`config.mk`:
```
export PLATFORM = sky130hd
export DESIGN_NAME = pin_event_sense
export DESIGN_NICKNAME = d
export VERILOG_FILES = /design/src/rtl/pin_event_pkg.sv /design/src/rtl/pin_event_dpath.sv /design/src/rtl/pin_event_ctrl.sv /design/src/rtl/pin_event_sense.sv
export SDC_FILE = /design/constraint.sdc
export NUM_CORES = 1
export LEC_CHECK = 0
export BUFFER_PORTS_ARGS = -buffer_cell sky130_fd_sc_hd__buf_2
export CORE_ASPECT_RATIO = 1.1
export CORE_MARGIN = 10
export CORE_UTILIZATION = 40
export CTS_CLUSTER_SIZE = 16
export DETAILED_ROUTE_END_ITERATION = 10
export MAX_ROUTING_LAYER = met4
export SETUP_SLACK_MARGIN = 0.2
export SKIP_CTS_REPAIR_TIMING = 1
export SLEW_MARGIN = 40
export SYNTH_ARGS = -nofsm -noshare
export SYNTH_HDL_FRONTEND = slang
export SYNTH_HIERARCHICAL = 1
export SYNTH_SLANG_ARGS = --single-unit
export TNS_END_PERCENT = 100
```
`constraint.sdc`:
```
create_clock -name clk -period 1.5 [get_ports clk]
set_clock_uncertainty 0.1 [all_clocks]
set_input_delay 0.225 -clock clk [delete_from_list [all_inputs] [get_ports clk]]
set_output_delay 0.225 -clock clk [all_outputs]
set_load 0.01 [all_outputs]
```
`src/rtl/pin_event_pkg.sv`:
```
package pin_event_pkg;

  typedef enum logic [1:0] {
    SENSE_LOW  = 2'b00,
    SENSE_RSVD = 2'b01,
    SENSE_FALL = 2'b10,
    SENSE_RISE = 2'b11
  } sense_e;

  // per-channel strobes from control to datapath
  typedef struct packed {
    logic wipe;     // clear pending, suppress edge (mode change or warm-up)
    logic setPend;  // qualified edge seen this cycle
    logic clrPend;  // acknowledge
  } chan_strobe_t;

endpackage

```
`src/rtl/pin_event_dpath.sv`:
```
module pin_event_dpath
  import pin_event_pkg::*;
#(
  parameter int NUM_CH      = 2,
  parameter int SYNC_STAGES = 2
) (
  input  logic                      clk,
  input  logic                      rst_n,
  input  logic [NUM_CH-1:0]         pinRaw,
  input  chan_strobe_t [NUM_CH-1:0] strobes,
  output logic [NUM_CH-1:0]         syncPin,
  output logic [NUM_CH-1:0]         roseSeen,
  output logic [NUM_CH-1:0]         fellSeen,
  output logic [NUM_CH-1:0]         pendQ
);

  localparam int LAST = SYNC_STAGES - 1;

  for (genvar gi = 0; gi < NUM_CH; gi++) begin : g_chan
    logic [SYNC_STAGES-1:0] stageQ;
    logic                   prevQ;

    // synchronizer and previous-sample register, all reset high
    always_ff @(posedge clk or negedge rst_n) begin
      if (!rst_n) begin
        stageQ <= '1;
        prevQ  <= 1'b1;
      end else begin
        stageQ <= {stageQ[SYNC_STAGES-2:0], pinRaw[gi]};
        prevQ  <= stageQ[LAST];
      end
    end

    assign syncPin[gi]  = stageQ[LAST];
    assign roseSeen[gi] = ~prevQ & stageQ[LAST];
    assign fellSeen[gi] = prevQ & ~stageQ[LAST];

    // sticky pending flag: wipe beats set, set beats acknowledge
    always_ff @(posedge clk or negedge rst_n) begin
      if (!rst_n)                    pendQ[gi] <= 1'b0;
      else if (strobes[gi].wipe)     pendQ[gi] <= 1'b0;
      else if (strobes[gi].setPend)  pendQ[gi] <= 1'b1;
      else if (strobes[gi].clrPend)  pendQ[gi] <= 1'b0;
    end

    // a qualified edge leaves the flag set even with an acknowledge
    a_r8_set_beats_ack: assert property (@(posedge clk) disable iff (!rst_n)
      (strobes[gi].setPend && !strobes[gi].wipe) |=> pendQ[gi]);

    // wipe strobe always leaves the flag clear
    a_r9_wipe_clears: assert property (@(posedge clk) disable iff (!rst_n)
      strobes[gi].wipe |=> !pendQ[gi]);
  end

endmodule

```
`src/rtl/pin_event_ctrl.sv`:
```
module pin_event_ctrl
  import pin_event_pkg::*;
#(
  parameter int NUM_CH      = 2,
  parameter int SYNC_STAGES = 2
) (
  input  logic                      clk,
  input  logic                      rst_n,
  input  logic [2*NUM_CH-1:0]       senseMode,
  input  logic                      globalEn,
  input  logic [NUM_CH-1:0]         chanMask,
  input  logic [NUM_CH-1:0]         ackStrobe,
  input  logic [NUM_CH-1:0]         syncPin,
  input  logic [NUM_CH-1:0]         roseSeen,
  input  logic [NUM_CH-1:0]         fellSeen,
  input  logic [NUM_CH-1:0]         pendQ,
  output chan_strobe_t [NUM_CH-1:0] strobes,
  output logic [NUM_CH-1:0]         irqReq
);

  // edges are held off until real pin data has filled the chain
  localparam int WARM_CYCLES = SYNC_STAGES + 1;
  localparam int CNT_W       = $clog2(WARM_CYCLES + 1);

  logic [CNT_W-1:0] warmCnt;
  logic             warmUp;

  assign warmUp = (warmCnt < CNT_W'(WARM_CYCLES));

  always_ff @(posedge clk or negedge rst_n) begin
    if (!rst_n)      warmCnt <= '0;
    else if (warmUp) warmCnt <= warmCnt + 1'b1;
  end

  for (genvar gi = 0; gi < NUM_CH; gi++) begin : g_chan
    sense_e modeNow;
    sense_e modeQ;
    logic   modeChg;
    logic   edgeHit;
    logic   rawReq;
    logic   gateOpen;

    assign modeNow = sense_e'(senseMode[2*gi +: 2]);
    assign modeChg = (modeNow != modeQ);

    always_ff @(posedge clk or negedge rst_n) begin
      if (!rst_n) modeQ <= SENSE_LOW;
      else        modeQ <= modeNow;
    end

    always_comb begin
      edgeHit = 1'b0;
      rawReq  = 1'b0;
      case (modeNow)
        SENSE_LOW:  rawReq = ~syncPin[gi];
        SENSE_FALL: begin edgeHit = fellSeen[gi]; rawReq = pendQ[gi]; end
        SENSE_RISE: begin edgeHit = roseSeen[gi]; rawReq = pendQ[gi]; end
        default:    begin edgeHit = 1'b0;         rawReq = 1'b0;      end
      endcase
    end

    assign gateOpen = globalEn & chanMask[gi];

    assign strobes[gi].wipe    = warmUp | modeChg;
    assign strobes[gi].setPend = edgeHit;
    assign strobes[gi].clrPend = ackStrobe[gi];
    assign irqReq[gi]          = gateOpen & rawReq;

    // reserved code never asks for a pending set
    a_r3_rsvd_no_set: assert property (@(posedge clk) disable iff (!rst_n)
      (modeNow == SENSE_RSVD) |-> !strobes[gi].setPend);
  end

endmodule

```
`src/rtl/pin_event_sense.sv`:
```
module pin_event_sense
  import pin_event_pkg::*;
#(
  parameter int NUM_CH      = 2,
  parameter int SYNC_STAGES = 2
) (
  input  logic                clk,
  input  logic                rst_n,
  input  logic [NUM_CH-1:0]   pinRaw,
  input  logic [2*NUM_CH-1:0] senseMode,
  input  logic                globalEn,
  input  logic [NUM_CH-1:0]   chanMask,
  input  logic [NUM_CH-1:0]   ackStrobe,
  output logic [NUM_CH-1:0]   irqReq,
  output logic [NUM_CH-1:0]   pendFlag
);

  chan_strobe_t [NUM_CH-1:0] strobes;
  logic [NUM_CH-1:0] syncPin;
  logic [NUM_CH-1:0] roseSeen;
  logic [NUM_CH-1:0] fellSeen;
  logic [NUM_CH-1:0] pendQ;

  pin_event_dpath #(.NUM_CH(NUM_CH), .SYNC_STAGES(SYNC_STAGES)) u_dpath (
    .clk      (clk),
    .rst_n    (rst_n),
    .pinRaw   (pinRaw),
    .strobes  (strobes),
    .syncPin  (syncPin),
    .roseSeen (roseSeen),
    .fellSeen (fellSeen),
    .pendQ    (pendQ)
  );

  pin_event_ctrl #(.NUM_CH(NUM_CH), .SYNC_STAGES(SYNC_STAGES)) u_ctrl (
    .clk       (clk),
    .rst_n     (rst_n),
    .senseMode (senseMode),
    .globalEn  (globalEn),
    .chanMask  (chanMask),
    .ackStrobe (ackStrobe),
    .syncPin   (syncPin),
    .roseSeen  (roseSeen),
    .fellSeen  (fellSeen),
    .pendQ     (pendQ),
    .strobes   (strobes),
    .irqReq    (irqReq)
  );

  assign pendFlag = pendQ;

  for (genvar gi = 0; gi < NUM_CH; gi++) begin : g_chk
    // closed gate means no request
    a_r6_gate_closed: assert property (@(posedge clk) disable iff (!rst_n)
      !(globalEn && chanMask[gi]) |-> !irqReq[gi]);

    // reserved code is silent at the port
    a_r3_rsvd_quiet: assert property (@(posedge clk) disable iff (!rst_n)
      (senseMode[2*gi +: 2] == 2'b01) |-> !irqReq[gi]);

    // low synchronized pin in level mode with open gate requests
    a_r2_level_live: assert property (@(posedge clk) disable iff (!rst_n)
      (senseMode[2*gi +: 2] == 2'b00 && globalEn && chanMask[gi] && !syncPin[gi])
        |-> irqReq[gi]);

    // a changed sense code leaves the flag clear at the next edge
    a_r9_mode_change: assert property (@(posedge clk) disable iff (!rst_n)
      (senseMode[2*gi +: 2] != $past(senseMode[2*gi +: 2])) |=> !pendFlag[gi]);

    // without acknowledge or mode change the flag is sticky
    a_r8_sticky: assert property (@(posedge clk) disable iff (!rst_n)
      (pendFlag[gi] && !ackStrobe[gi] &&
       senseMode[2*gi +: 2] == $past(senseMode[2*gi +: 2])) |=> pendFlag[gi]);
  end

endmodule

```
==> out/summary.txt, run 1 <==
Ys flop type - dfrtp_1
Worst setup margin - -0.0370 ns
Nets - 86
Initial DRC count - 1
Final Hold Viols - 0
DRC viols - 0
Met2 wire len - 562 um
Met3 wire length - 51 um
Top Metal Used - met3
EDFF count, synth - 0
Most frequent cell after synthesis - dfrtp_1
Fill cell count - 130
DRT antenna net count - 0
Core Box Area - 1420 um^2
Power Dens Cells - 894 nW/um^2
Initial antenna violation count - 0
Leakage - 0.344 nW
FFs w/ async S/R, synth - 1.00
R2r setup slk - 0.19 ns
Max Slew Vio Count - 0
Row cnt - 14
Layout area overhead - 24.9%
Rel. slew slack - 0.805
DIE AREA - 3560 um^2
Netlist Area Pre-Place - 628 um^2
Routability cong. - 0.665
PortBufs - 16
Yosys reg bits - 14
First-pass GRT wire length - 1760 um
Synth warn - 6
WHS - 0.0181 ns
Crit-path max FO - 2
Vias in the first global route - 398
RSZ-0062 raised after global routing - true
Reg-to-reg startpoint - u_dpath/g_chan[1].stageQ[1]
Status - complete, but fails checks
Minimum clock period - 1.54 ns
Clock Latency Late Sink - 0.27 ns
Synth top cells by count - 8 x dfrtp_1, 6 x buf_4, 6 x dfstp_2, 6 x nor2b_1, 5 x xnor2_1
Inst Count DP - 77
Finished Cell Area - 785 um^2
MaxCap Viol Count - 0
I/O pin cnt - 17
Layout Cells excl Fill - 87
Worst Hold Path Cells - 1
CTS Buf Count - 3
Library cells used by synthesis - 15
Dpl hpwl - 831 um
Clock tree sinks - 14
Fin crit share - 1.02
H-tree levels - 1
Share of layout cells above drive strength 1 - 0.521
Placed cell area - 691 um^2
Placement Setup Slack - 0.147 ns
Failing checks - setup timing
Largest net degree at the start of global routing - 15
TritonCTS clock tree - done
Critical Path End Type - output port
Register area - 358 um^2
WP data required - 1.17 ns
Critical Path AT - 1.21 ns
Worst Setup SP - u_dpath/g_chan[1].stageQ[1]
Crit path to - irqReq[1]
Top cells by area, synth - dfrtp_1 32%, dfstp_2 25%, buf_4 7.2%, xnor2_1 7.0%, nor2b_1 6.0%
Peak supply drop - 0.590 mV
CP Launch Type - flip-flop
DR vias/cell - 4.46
Syn Area/Cell - 12.3 um^2
Post-synthesis sequential area ratio - 0.570
N_diodes - 0
WL/cell - 12.5 um
Clk buf depth - 2
Fmax - 651 MHz
Drt total wl - 1090 um
Syn Nets - 65
Synth area leader - dfrtp_1
Clk pin slew, worst setup/hold paths - 0.08 ns
Worst r2r path cells - 6
Die height - 61.6 um
Metal1 wirelength - 477 um
CP Class - flip-flop to output port
Worst-Margin Slew - 0.293 ns
CTS root buf - clkbuf_4
Gr usage total - 0.0655
Multi-input logic area - 238 um^2
Post-Synthesis Cells - 51
Hold Path Class - primary input to flip-flop
Router iterations before antenna repair - 2
Die width - 57.8 um
Initial Util - 0.443
R2r endpoint - u_dpath/pendQ[1]
Final setup viols - 2
Via count - 388
Share of the synthesized area in the top cell type - 0.319
Grt total ovfl - 0
cell usage in the layout, fill, tap and decap left out, types with 3 or more instances in the layout:
cell and n:
dfrtp_1 8, xnor2_1 5, dfstp_2 6, nand2_1 4, buf_2 16, nor2b_1 5
a21oi_2 4, dlygate4sd3_1 4, clkbuf_4 3
how the worst min path moves through the flow:
stage	endpoint	from
after floorplan	u_ctrl/g_chan[0].modeQ[0]	rst_n
after global placement	u_ctrl/warmCnt[0]	rst_n
after detailed placement	u_ctrl/warmCnt[0]	rst_n
after CTS	u_ctrl/warmCnt[0]	rst_n
after global routing	u_ctrl/g_chan[1].modeQ[1]	senseMode[3]
final	u_ctrl/g_chan[1].modeQ[1]	senseMode[3]
routing by layer:
layer / up-vias / global-route usage
li1: 199 / -
met1: 179 / 0.0657
met2: 10 / 0.106
met3: 0 / 0.0391
met4: 0 / 0.0201
met5: - / -
sequential cells by signal (all words and copies together) (netlist names):
| register | count |
|---|---|
| u_dpath/g_chan.prevQ | 2 |
| u_ctrl/warmCnt | 2 |
| u_dpath/pendQ | 2 |
| u_dpath/g_chan.stageQ | 4 |
| u_ctrl/g_chan.modeQ | 4 |
power by group:
group          internal (mW)  switching [mW]
logic                 0.0468          0.0361
clock network          0.103           0.109
registers              0.399         0.00786
cells by family after synthesis:
| family | Yosys count | synth area share |
|---|---|---|
| AO/OA/AOI/OAI | 4 | 0.0438 |
| XOR/XNOR | 5 | 0.0697 |
| adder cells (fa/ha/maj) | 1 | 0.0199 |
| buffers and inverters | 8 | 0.0837 |
| flip-flops | 14 | 0.570 |
| multiplexers | 3 | 0.0498 |
| AND/OR/NAND/NOR | 16 | 0.163 |
per-stage QoR:
stage,total power [mW],setup TNS [ns],util
finish,0.701,-0.0585,0.553
global route,0.753,-0.193,0.553
CTS,0.701,-0.193,0.505
detailed placement,0.483,0,0.487
global placement,0.482,0,0.487
floorplan,0.458,0,-
critical path: stages, from the launching register on:
cell and delay [ns]:
dfstp_2 0.37, or3_4 0.32, a21oi_2 0.11, buf_2 0.13
cell type report:
cell class,count,area share
Clock buffer,4,0.0335
Inverter,2,0.00957
Sequential cell,14,0.456
Multi-Input combinational cell,29,0.303
Timing Repair Buffer,22,0.172
Tap cell,16,0.0255
Power figures use the tool's default switching activity.
==> run 2, diff against run 1 <==
--- a/config.mk
+++ b/config.mk
@@ -6,12 +6,15 @@
 export NUM_CORES = 1
 export LEC_CHECK = 0
 export BUFFER_PORTS_ARGS = -buffer_cell sky130_fd_sc_hd__buf_2
+export CELL_PAD_IN_SITES_DETAIL_PLACEMENT = 1
+export CELL_PAD_IN_SITES_GLOBAL_PLACEMENT = 2
 export CORE_ASPECT_RATIO = 1.1
 export CORE_MARGIN = 10
-export CORE_UTILIZATION = 40
+export CORE_UTILIZATION = 31
 export CTS_CLUSTER_SIZE = 16
 export DETAILED_ROUTE_END_ITERATION = 10
 export MAX_ROUTING_LAYER = met4
+export PLACE_DENSITY_LB_ADDON = 0.1
 export SETUP_SLACK_MARGIN = 0.2
 export SKIP_CTS_REPAIR_TIMING = 1
 export SLEW_MARGIN = 40
==> run 2 against run 1 <==
Compared with the run above: critical path type unchanged; hold slack better by 0.013 ns; critical endpoint is now irqReq[0]; sequential cell count is the same; first-iteration DRC count increased to 6.0 times the previous value; core utilization shrank 15 points; global-route usage fell by 1.0 points; via count rose by 3.4%; highest routed layer unchanged; fmax is 0.18% higher; non-clock buffer count is 1 lower; the flow still finishes with violations (setup timing); total power down 2.0%; register-to-register slack is essentially flat; die area increased by 19%.
==> out/summary.txt, run 2 (synthesis results as in run 1) <==
CP Class - flip-flop to output port
Power share of the clock group - 0.288 (-0.014)
Leakage - 0.343 nW (-0.38%)
CTS root buf - clkbuf_4
Slowest cell on crit path - dfstp_2
Nets - 85 (-1.2%)
PortBufs - 16 (unchanged)
Minimum clock period - 1.53 ns (-0.00269 ns)
Routability cong. - 0.692 (+4.1%)
Max Slew Vio Count - 0 (unchanged)
Vias in the first global route - 434 (+9.0%)
WP data required - 1.17 ns (about the same)
N_diodes - 0 (unchanged)
Rel. slew slack - 0.800 (-0.00517)
Worst setup margin - -0.0343 ns (+0.00269 ns)
I/O pin cnt - 17 (unchanged)
Power Dens Cells - 869 nW/um^2 (-2.8%)
Crit path cell chain - or3_4 > a21oi_2 > buf_2
Initial Util - 0.318 (-0.125)
Gr usage total - 0.0555 (-0.0100)
Met3 wire length - 85 um (+67%)
DIE AREA - 4230 um^2 (+19%)
Largest stage delay, worst path - 0.38 ns (about the same)
WHS - 0.0310 ns (+0.0129 ns)
TritonCTS clock tree - done
Top flop regs - u_ctrl/g_chan.modeQ (4), u_dpath/g_chan.stageQ (4)
Status - complete, but fails checks
H-tree levels - 1 (unchanged)
DRT antenna net count - 0 (unchanged)
WL/cell - 11.4 um (-9.4%)
P_sw - 0.149 mW (-2.1%)
Hold Path Class - primary input to flip-flop
Setup TNS - -0.0593 ns (-0.000787 ns)
Drt total wl - 1100 um (+1.0%)
Initial antenna violation count - 0 (unchanged)
Crit-path max FO - 3 (+1)
Die width - 62.9 um (+8.9%)
Router iterations before antenna repair - 3 (+1)
Fin crit share - 1.02 (-0.00179)
Final setup viols - 2 (unchanged)
Via count - 401 (+3.4%)
DRC viols - 0 (unchanged)
Largest net degree at the start of global routing - 15 (unchanged)
Worst-Margin Slew - 0.301 ns (+0.00775 ns)
CP Launch Type - flip-flop
Layout Cells excl Fill - 97 (+11%)
Fill cell count - 242 (+86%)
Critical Path AT - 1.21 ns (about the same)
Dpl hpwl - 875 um (+5.3%)
Failing checks - setup timing
Die height - 67.2 um (+9.2%)
Core Util, Final - 0.400 (-0.153)
Commonest non-fill, non-tap cell in the layout - buf_2
DR vias/cell - 4.13 (-7.3%)
Metal1 wirelength - 480 um (+0.63%)
Bufs and invs on worst path - 1 (unchanged)
Clk pin slew, worst setup/hold paths - 0.08 ns (about the same)
Inst Count DP - 89 (+16%)
Share of layout cells above drive strength 1 - 0.536 (+0.0151)
MaxCap Viol Count - 0 (unchanged)
First-pass GRT wire length - 1840 um (+4.3%)
Clock Latency Late Sink - 0.26 ns (about the same)
RSZ-0062 raised after global routing - true
Core Box Area - 1980 um^2 (+39%)
Layout area overhead - 25.9%
R2r setup slk - 0.20 ns (about the same)
Final Hold Viols - 0 (unchanged)
Cell Int Power - 0.538 mW (-2.0%)
Top Metal Used - met3
Met2 wire len - 536 um (-4.6%)
Switching share of power - 0.217 (-0.000225)
Most frequent cells in the layout - 16 x buf_2, 8 x dfrtp_1, 6 x dfstp_2
Worst path top cell family by delay - flip-flops
Row cnt - 17 (+3)
Sequential power share - 0.593 (+0.013)
Initial DRC count - 6 (+5)
Clock tree sinks - 14 (unchanged)
Critical Path End Type - output port
Peak supply drop - 0.451 mV (-24%)
Logic pwr share - 0.118 (about the same)
Grt total ovfl - 0 (unchanged)
CTS Buf Count - 3 (unchanged)
Fmax - 652 MHz (+0.18%)
Clk buf depth - 2 (unchanged)
==> run 2: routing by layer <==
layer	vias to the layer above	GRT usage
met5	-	-
met4	0	0.0251
met3	0	0.0215
met2	11	0.0863
met1	194	0.0624
li1	196	-
==> run 2: metrics by stage <==
stage                     total power [mW]  area (um^2)  setup slack [ns]
after floorplan                      0.458          636             0.206
after global placement               0.483          706             0.145
after detailed placement             0.484          706             0.142
after CTS                            0.692          728           -0.0988
after global routing                 0.734          791           -0.0948
final                                0.687          791           -0.0343
==> run 2: worst paths after layout <==
check	startpoint	end	depth (start not counted)
max	u_dpath/g_chan[0].stageQ[1]	irqReq[0]	3
min	senseMode[1]	u_ctrl/g_chan[0].modeQ[1]	1
max reg2reg	u_dpath/g_chan[0].stageQ[1]	u_dpath/pendQ[0]	6
min reg2reg	u_dpath/g_chan[0].stageQ[0]	u_dpath/g_chan[0].stageQ[1]	0
max in group asynchronous	rst_n	u_dpath/g_chan[1].prevQ	2
min in group asynchronous	rst_n	u_ctrl/warmCnt[1]	2
==> run 2: layout make-up <==
cell class	count	area, um^2	area share
Clock buffer	3	22.5	0.0285
Inverter	2	7.51	0.00949
Multi-Input combinational cell	29	243	0.307
Sequential cell	14	358	0.453
Tap cell	28	35.0	0.0443
Timing Repair Buffer	21	125	0.158
==> run 2: worst reg2reg max path: stages (launching register included) <==
cell,delay (ns)
dfstp_2,0.54
buf_4,0.10
nor2b_1,0.12
mux2i_1,0.08
nor2b_1,0.12
inv_1,0.06
a21oi_2,0.11
==> run 2: power groups by stage <==
| stage | registers, mW | logic [mW] | clock network, mW |
|---|---|---|---|
| floorplan | 0.414 | 0.0438 | 0 |
| detailed placement | 0.415 | 0.0691 | 0 |
| CTS | 0.408 | 0.0693 | 0.214 |
| global placement | 0.414 | 0.0685 | 0 |
| finish | 0.408 | 0.0814 | 0.198 |
| global route | 0.410 | 0.0924 | 0.232 |
==> run 3, diff against run 2 <==
--- a/config.mk
+++ b/config.mk
@@ -10,7 +10,7 @@
 export CELL_PAD_IN_SITES_GLOBAL_PLACEMENT = 2
 export CORE_ASPECT_RATIO = 1.1
 export CORE_MARGIN = 10
-export CORE_UTILIZATION = 31
+export CORE_UTILIZATION = 28
 export CTS_CLUSTER_SIZE = 16
 export DETAILED_ROUTE_END_ITERATION = 10
 export MAX_ROUTING_LAYER = met4
==> run 3 against run 2 <==
Compared with the run above: wire length rose by 2.1%; combinational power decreased by 1%; first-iteration DRC count shrank 50%; critical path depth stayed put; non-clock buffer count unchanged; largest cell class unchanged; clock-buffer cell count rose by 1; global-route usage decreased by 0.62 points; sequential cell count unchanged; total power rose by 9.5%; the run still ends with setup timing left; highest routed layer unchanged.
==> out/summary.txt, run 3 (synthesis results as in run 1) <==
Status - complete, but fails checks
Failing checks - setup timing
Peak supply drop - 0.568 mV (+26%)
Share of layout cells above drive strength 1 - 0.514 (-0.0219)
Commonest non-fill, non-tap cell in the layout - buf_2
Minimum clock period - 1.56 ns (+0.0260 ns)
MaxCap Viol Count - 0 (unchanged)
Core Box Area - 2060 um^2 (+4.3%)
Dpl hpwl - 885 um (+1.2%)
H-tree levels - 1 (unchanged)
Largest stage delay, worst path - 0.39 ns (about the same)
Fmax - 641 MHz (-1.7%)
Rel. slew slack - 0.789 (-0.0102)
Largest net degree at the start of global routing - 15 (unchanged)
Crit path cell chain - or3_4 > a21oi_2 > buf_2
Critical Path AT - 1.24 ns (+0.03 ns)
DIE AREA - 4540 um^2 (+7.4%)
Final Hold Viols - 0 (unchanged)
First-pass GRT wire length - 1780 um (-3.0%)
DR vias/cell - 4.10 (-0.77%)
Router iterations before antenna repair - 2 (-1)
CP Launch Type - flip-flop
Worst-Margin Slew - 0.316 ns (+0.0153 ns)
WP data required - 1.17 ns (about the same)
PortBufs - 16 (unchanged)
Critical Path End Type - output port
Most frequent cells in the layout - 16 x buf_2, 8 x dfrtp_1, 6 x nor2b_1, 6 x dfstp_2, 5 x xnor2_1
Overall power - 0.752 mW (+9.5%)
Initial Util - 0.304 (-0.0131)
Top flop regs - u_ctrl/g_chan.modeQ (4), u_dpath/g_chan.stageQ (4)
Fin crit share - 1.04 (+0.0173)
RSZ-0062 raised after global routing - true
DRT antenna net count - 0 (unchanged)
Clk pin slew, worst setup/hold paths - 0.09 ns (about the same)
Routability cong. - 0.661 (-4.5%)
Die height - 69.7 um (+3.7%)
Worst setup margin - -0.0603 ns (-0.0260 ns)
Nets - 85 (unchanged)
CTS root buf - clkbuf_4
Die width - 65.2 um (+3.6%)
Vias in the first global route - 395 (-9.0%)
I/O pin cnt - 17 (unchanged)
Power Dens Cells - 941 nW/um^2 (+8.3%)
Gr usage total - 0.0493 (-0.00622)
Grt total ovfl - 0 (unchanged)
Final setup viols - 2 (unchanged)
Initial antenna violation count - 0 (unchanged)
Clock Latency Late Sink - 0.27 ns (about the same)
Slowest cell on crit path - dfstp_2
CP Class - flip-flop to output port
CTS Buf Count - 3 (unchanged)
Row cnt - 17 (unchanged)
Via count - 402 (+0.25%)
Fill cell count - 241 (-0.41%)
Layout area overhead - 27.3%
Max Slew Vio Count - 0 (unchanged)
Drt total wl - 1130 um (+2.1%)
Clock tree sinks - 14 (unchanged)
Leakage - 0.344 nW (+0.44%)
Clk buf depth - 2 (unchanged)
Crit-path max FO - 4 (+1)
Hold Path Class - primary input to flip-flop
Finished Cell Area - 800 um^2 (+1.1%)
Initial DRC count - 3 (-3)
WL/cell - 11.5 um (+1.0%)
N_diodes - 0 (unchanged)
DRC viols - 0 (unchanged)
TritonCTS clock tree - done
Placed cell area - 706 um^2 (unchanged)
[run 3: cell count changes in the layout (fill, tap and decap cells not counted), sizes merged]
cell         delta
buf             -1
clkbuf          +1
dlygate4sd3     +1
[run 3: stage by stage]
| stage | setup slack [ns] | hold WS [ns] | TNS (ns) | instances | util |
|---|---|---|---|---|---|
| after detailed placement | 0.128 | 0.0353 | 0 | 89 | 0.342 |
| final | -0.0603 | 0.0184 | -0.104 | 98 | 0.388 |
| after CTS | -0.114 | -0.269 | -0.226 | 93 | 0.360 |
| after global routing | -0.109 | 0.00595 | -0.211 | 98 | 0.388 |
| after global placement | 0.134 | 0.0405 | 0 | 89 | 0.342 |
| after floorplan | 0.206 | -0.171 | 0 | 51 | - |
[run 3: metal layers]
metal | part of all wire | GRT usage | vias up | routed length, um
met5 | 0 | - | - | 0
met4 | 0 | 0.0142 | 0 | 0
met3 | 0.059 | 0.0193 | 0 | 66
met2 | 0.45 | 0.0667 | 10 | 509
met1 | 0.49 | 0.0652 | 193 | 549
li1 | - | - | 199 | -
[run 3: path summary, 6_finish.rpt]
path                                              from                     endpoint  slack (ns)  cells past startpoint
min reg2reg                u_dpath/g_chan[0].stageQ[0]  u_dpath/g_chan[0].stageQ[1]        0.26                      0
min                                       senseMode[1]    u_ctrl/g_chan[0].modeQ[1]        0.02                      1
max reg2reg                u_dpath/g_chan[0].stageQ[1]             u_dpath/pendQ[0]        0.20                      6
max in group asynchronous                        rst_n  u_dpath/g_chan[1].stageQ[1]        0.75                      2
max                        u_dpath/g_chan[1].stageQ[1]                    irqReq[1]       -0.06                      3
min in group asynchronous                        rst_n            u_ctrl/warmCnt[1]        0.26                      2
[run 3: critical path, delay by kind of cell, from the launching register on]
family / cells / cell delay, ns
AOI/OAI and AO/OA: 1 / 0.11
buffers and inverters: 1 / 0.14
DFF: 1 / 0.39
and+or+nand+nor: 1 / 0.33
[run 3: layout make-up]
type / count / area [um^2] / share of cell area
flip-flops and latches: 14 / 358 / 0.448
multi-input cells: 29 / 235 / 0.294
repair buffers: 21 / 128 / 0.160
clock buffers: 4 / 36.3 / 0.0454
well taps: 28 / 35.0 / 0.0438
inverters: 2 / 7.51 / 0.00939
[run 3: report_power, final]
group | leakage [nW] | internal (mW) | switching [mW] | total [mW]
combinational | 0.168 | 0.0447 | 0.0356 | 0.0803
clock | 0.0210 | 0.147 | 0.118 | 0.265
sequential | 0.155 | 0.399 | 0.00791 | 0.407
total | 0.344 | 0.591 | 0.161 | 0.752
